$ cat src/rtl/nvm_wr_pkg.sv
package nvm_wr_pkg;
  typedef enum logic [1:0] {
    MODE_RSVD  = 2'd0,
    MODE_IDLE  = 2'd1,
    MODE_STBY  = 2'd2,
    MODE_PDOWN = 2'd3
  } slp_mode_e;

  typedef enum logic [1:0] {
    PW_AWAKE = 2'd0,
    PW_DEFER = 2'd1,
    PW_SLEEP = 2'd2
  } pw_state_e;

  localparam logic REG_FLAGS = 1'b0;
  localparam logic REG_INTEN = 1'b1;
  localparam int   RDY_BIT   = 0;
endpackage

$ cat src/rtl/nvm_wr_seq.sv
module nvm_wr_seq (
  input  logic clk_i,
  input  logic rst_ni,
  input  logic start_i,
  input  logic done_i,
  input  logic vlow_i,
  input  logic run_ok_i,
  output logic mem_start_o,
  output logic busy_o,
  output logic active_o,
  output logic rdy_set_o
);
  logic busy_q;

  assign mem_start_o = start_i & ~busy_q & ~vlow_i & run_ok_i;
  assign rdy_set_o   = done_i & busy_q;
  assign active_o    = busy_q | mem_start_o;
  assign busy_o      = busy_q;

  always_ff @(posedge clk_i or negedge rst_ni) begin
    if (!rst_ni)          busy_q <= 1'b0;
    else if (mem_start_o) busy_q <= 1'b1;
    else if (rdy_set_o)   busy_q <= 1'b0;
  end
endmodule

$ cat src/rtl/nvm_wr_irq.sv
module nvm_wr_irq
  import nvm_wr_pkg::*;
#(
  parameter int DW = 8
) (
  input  logic          clk_i,
  input  logic          rst_ni,
  input  logic          rdy_set_i,
  input  logic          reg_we_i,
  input  logic          reg_addr_i,
  input  logic [DW-1:0] reg_wdata_i,
  output logic [DW-1:0] reg_rdata_o,
  output logic          irq_o
);
  logic flag_q, en_q;
  logic clr_req;

  assign clr_req = reg_we_i && (reg_addr_i == REG_FLAGS) && reg_wdata_i[RDY_BIT];

  always_ff @(posedge clk_i or negedge rst_ni) begin
    if (!rst_ni) begin
      flag_q <= 1'b0;
      en_q   <= 1'b0;
    end else begin
      flag_q <= rdy_set_i | (flag_q & ~clr_req);  // set wins
      if (reg_we_i && reg_addr_i == REG_INTEN) en_q <= reg_wdata_i[RDY_BIT];
    end
  end

  always_comb begin
    reg_rdata_o = '0;
    reg_rdata_o[RDY_BIT] = (reg_addr_i == REG_FLAGS) ? flag_q : en_q;
  end

  assign irq_o = flag_q & en_q;
endmodule

$ cat src/rtl/nvm_wr_pwr.sv
module nvm_wr_pwr
  import nvm_wr_pkg::*;
#(
  parameter int MW = 2
) (
  input  logic          clk_i,
  input  logic          rst_ni,
  input  logic          sleep_req_i,
  input  logic [MW-1:0] sleep_mode_i,
  input  logic          ext_wake_i,
  input  logic          active_i,
  input  logic          rdy_set_i,
  input  logic          irq_i,
  output logic          run_ok_o,
  output logic          clk_keep_o,
  output logic          asleep_o,
  output logic          wake_o
);
  pw_state_e state_q, state_d;
  logic [MW-1:0] mode_q;
  logic wake_q, wake_req;

  assign wake_req = ext_wake_i | (irq_i & (mode_q == MW'(MODE_IDLE)));

  always_comb begin
    state_d = state_q;
    unique case (state_q)
      PW_AWAKE: if (sleep_req_i) state_d = active_i ? PW_DEFER : PW_SLEEP;
      PW_DEFER: if (rdy_set_i)   state_d = PW_SLEEP;
      PW_SLEEP: if (wake_req)    state_d = PW_AWAKE;
      default:                   state_d = PW_AWAKE;
    endcase
  end

  always_ff @(posedge clk_i or negedge rst_ni) begin
    if (!rst_ni) begin
      state_q <= PW_AWAKE;
      mode_q  <= '0;
      wake_q  <= 1'b0;
    end else begin
      state_q <= state_d;
      if (state_q == PW_AWAKE && sleep_req_i) mode_q <= sleep_mode_i;
      wake_q  <= (state_q == PW_SLEEP) && wake_req;
    end
  end

  assign run_ok_o   = (state_q == PW_AWAKE);
  assign clk_keep_o = (state_q != PW_SLEEP);
  assign asleep_o   = (state_q == PW_SLEEP);
  assign wake_o     = wake_q;
endmodule

$ cat src/rtl/nvm_wr_ctrl.sv
module nvm_wr_ctrl #(
  parameter int DW = 8,
  parameter int MW = 2
) (
  input  logic          clk_i,
  input  logic          rst_ni,
  input  logic          start_i,
  input  logic          done_i,
  input  logic          vlow_i,
  input  logic          sleep_req_i,
  input  logic [MW-1:0] sleep_mode_i,
  input  logic          ext_wake_i,
  input  logic          reg_we_i,
  input  logic          reg_addr_i,
  input  logic [DW-1:0] reg_wdata_i,
  output logic [DW-1:0] reg_rdata_o,
  output logic          mem_start_o,
  output logic          busy_o,
  output logic          irq_o,
  output logic          clk_keep_o,
  output logic          asleep_o,
  output logic          wake_o,
  output logic          pbuf_clr_o
);
  logic run_ok, active, rdy_set, wake;

  nvm_wr_seq u_seq (
    .clk_i, .rst_ni, .start_i, .done_i, .vlow_i,
    .run_ok_i(run_ok), .mem_start_o, .busy_o,
    .active_o(active), .rdy_set_o(rdy_set)
  );

  nvm_wr_irq #(.DW(DW)) u_irq (
    .clk_i, .rst_ni, .rdy_set_i(rdy_set), .reg_we_i, .reg_addr_i,
    .reg_wdata_i, .reg_rdata_o, .irq_o
  );

  nvm_wr_pwr #(.MW(MW)) u_pwr (
    .clk_i, .rst_ni, .sleep_req_i, .sleep_mode_i, .ext_wake_i,
    .active_i(active), .rdy_set_i(rdy_set), .irq_i(irq_o),
    .run_ok_o(run_ok), .clk_keep_o, .asleep_o, .wake_o(wake)
  );

  assign wake_o     = wake;
  assign pbuf_clr_o = wake;
endmodule

$ cat config.mk
export PLATFORM = sky130hd
export DESIGN_NAME = nvm_wr_ctrl
export DESIGN_NICKNAME = d
export VERILOG_FILES = /design/src/rtl/nvm_wr_pkg.sv /design/src/rtl/nvm_wr_seq.sv /design/src/rtl/nvm_wr_irq.sv /design/src/rtl/nvm_wr_pwr.sv /design/src/rtl/nvm_wr_ctrl.sv
export SDC_FILE = /design/constraint.sdc
export NUM_CORES = 1
export LEC_CHECK = 0
export CORE_MARGIN = 2
export CORE_UTILIZATION = 29
export CTS_CLUSTER_DIAMETER = 50
export CTS_CLUSTER_SIZE = 12
export DETAILED_ROUTE_END_ITERATION = 7
export HOLD_SLACK_MARGIN = 0.08
export PLACE_DENSITY = 0.8
export SLEW_MARGIN = 5
export SYNTH_ARGS = -nofsm -noshare
export SYNTH_HDL_FRONTEND = slang
export SYNTH_SLANG_ARGS = --single-unit
$ cat constraint.sdc
create_clock -name clk_i -period 1.1 [get_ports clk_i]
set_input_delay 0.275 -clock clk_i [delete_from_list [all_inputs] [get_ports clk_i]]
set_output_delay 0.275 -clock clk_i [all_outputs]
set_load 0.005 [all_outputs]
==> impl_metrics.yaml <==
status:
  status: "complete, but fails checks"
  violations: "negative setup slack"
detailed_routing:
  drtIter0Drc: 2
  antenna_left: 0
  drc: 0
  vias: 454
  wl_um: 1090
  first_pass_iters: 2
  avgViaCountPerCell: 4.45
  wire_per_inst_um: 10.7
global_route:
  antenna_found_initial: 0
  grt_max_degree: 9
  grt_pass1_wl_um: 1740
  grt_pass1_vias: 419
  grt.overflow.total: 0
  track_usage_pct: 13.0
cells_and_area:
  final_common_cell: "buf_4"
  final_cell_mix: "buf_4, buf_6, clkdlybuf4s50_1, conb_1, dfrtp_1"
  final-seq-area_sq_um: 201
  nets: 106
  antenna_cells: 0
  synthToLayoutAreaGrowth_pct: 89.8
  multi_input_area_sq_um: 235
  fillers: 138
  instances_no_fill: 102
  drive_gt1_share_pct: 51.2
synth:
  yosysTopAreaCell: "dfrtp_1"
  synth-adder-area-share_pct: 0
  yosys.area_share.simple_pct: 18.8
  synth_compound_area_share_pct: 12.2
  synth_area_per_cell_sq_um: 10.5
  synth_cells: 43
  synth_xor_area_share_pct: 0
  ys_warn_count: 0
  yosysUniqueCellTypes: 23
  synth_top_family_by_area: "simple AND/OR/NAND/NOR gates"
  syn_area_sq_um: 453
  synth_mux_area_share_pct: 7.46
  synth-seq-cells: 8
  netlist.area_leader.share_pct: 44.2
  seq_area_frac_synth_pct: 44.2
  synthTopCellsByArea: "dfrtp_1, buf_4, mux2_2"
pwr:
  leakage_nw: 0.453
  ir_drop_v: 0.00118
  power.density_nw_per_um2: 2090
critical_path:
  worstPathCellList: "buf_6 > nor4b_4 > buf_2"
  r2r_end: "u_pwr.state_q[1]"
  start_kind: "flip-flop"
  crit_path_max_incr_delay_ns: 0.41
  end_kind: "output port"
  critical_path.top_delay_family: "flip-flops"
  r2r_start: "u_pwr.state_q[1]"
  r2r_cells: 6
  r2r_setup_slack_ns: -0.25
  path_class: "flip-flop to output port"
  cp_data_required_time_ns: 0.82
  slowest_stage: "dfrtp_2"
  path_buf_inv: 2
  cp.depth: 3
  critPathArrivalTime_ns: 1.21
  cp_max_fo: 2
placed_design:
  gp_congestion: 0.694
  place_inst: 87
  post-dp-hpwl_um: 770
  port_buffers: 19
die:
  io_pins: 34
  coreArea_sq_um: 1490
  rows: 14
  initial_core_util_pct: 30.4
  die_w_um: 43.5
  dieArea_sq_um: 1890
  chipHeight_um: 43.5
clock_network:
  clk_pin_slew_worst_paths_ns: 0.06
  cts_max_level: 1
  clockBufferDepth: 2
  cts_buffers: 3
  clk_latency_ns: 0.26
  ctsRootBufferMaster: "clkbuf_4"
  clock_sink_count: 8
  cts_tree: "yes"
timing:
  finalHoldViolations: 0
  hold_ws_ns: 0.292
  finalCritPeriodShare_pct: 135
  worst_slack_ns: -0.382
  min_period_ns: 1.48
  slew_violations: 0
  timing.fmax_ghz: 0.675
  skew_ns: 0.00780
  grt_setup_unrepaired: "true"
  setup_viol: 10
flow_run:
  maxCapViolCount: 0
hold_path:
  holdCritPathClass: "input port to asynchronous set/reset pin"
-- area by class of cell --
cell class,count,share of cell area [%]
well taps,16,2.33
flip-flops and latches,8,23.4
repair buffers,41,41.8
clock buffers,4,3.06
inverters,4,2.04
multi-input cells,29,27.4
-- per-layer routing --
metal | up-vias | routed length [um] | GRT usage, %
li1 | 219 | - | -
met1 | 211 | 409 | 12.6
met2 | 19 | 564 | 23.0
met3 | 5 | 98 | 6.67
met4 | 0 | 18 | 5.45
met5 | - | 0 | 0
-- per-stage QoR --
| stage | instance area (sq um) | util (%) | TNS, ns | worst slack [ns] | power [mW] |
|---|---|---|---|---|---|
| 4_1_cts | 817 | 54.9 | -1.91 | -0.418 | 1.69 |
| 2_1_floorplan | 487 | - | -0.00997 | -0.00997 | 0.816 |
| 3_5_place_dp | 719 | 48.3 | -4.51 | -0.880 | 1.24 |
| 5_1_grt | 860 | 57.7 | -2.63 | -0.440 | 1.92 |
| 3_3_place_gp | 719 | 48.3 | -4.43 | -0.881 | 1.21 |
| 6_report | 860 | 57.7 | -2.14 | -0.382 | 1.80 |
-- report_power, final --
group	internal (mW)	leakage [nW]	switching [mW]
clock	0.139	0.0150	0.108
sequential	0.410	0.0986	0.0694
combinational	0.714	0.340	0.358
total	1.26	0.453	0.535
-- timing repair --
| action | in CTS | in global routing |
|---|---|---|
| setup buffers | 9 | 4 |
| pin swaps | 2 | 2 |
| hold buffers | 0 | 0 |
| setup endpoints to repair | 13 | 12 |
| resized for setup | 47 | 6 |
-- worst reg2reg max path: stages, from the launching register on --
cell and delay, ns:
dfrtp_2 0.41, buf_4 0.13, buf_6 0.12, nand2b_4 0.08, inv_4 0.04, buf_4 0.12
a221o_1 0.34
-- cell usage after synthesis --
cell	number
a21o_1	1
a221o_1	1
a22o_1	1
a31oi_1	1
and2_1	1
buf_4	8
conb_1	1
dfrtp_1	8
inv_1	3
inv_2	1
mux2_1	1
mux2_2	2
nand2_1	2
nand2b_4	1
nand3_1	1
nand3b_1	1
nor2_1	3
nor2b_1	1
nor3b_2	1
nor4b_2	1
o211a_1	1
o21a_1	1
o21ai_0	1
-- flip-flops by register name (all words and copies together), names as in the netlist --
signal and flops:
u_pwr.state_q 2, u_seq.busy_o 1, u_pwr.wake_o 1, u_irq.en_q 1, u_irq.flag_q 1, u_pwr.mode_q 2
-- logic make-up (layout without fill, tap and decap cells) --
kind of cell	count (synthesis)	count (layout)
DFF	8	8
AOI/OAI and AO/OA	7	7
and+or+nand+nor	12	12
other	1	7
muxes	3	3
buffers and inverters	12	49
-- how the worst max path moves through the flow --
stage / start / end
2_1_floorplan: u_pwr.state_q[0] / u_pwr.mode_q[0]
3_3_place_gp: start_i / mem_start_o
3_5_place_dp: start_i / mem_start_o
4_1_cts: u_pwr.state_q[1] / mem_start_o
5_1_grt: u_seq.busy_o / mem_start_o
6_report: u_pwr.state_q[1] / mem_start_o
Power figures use the tool's default switching activity.
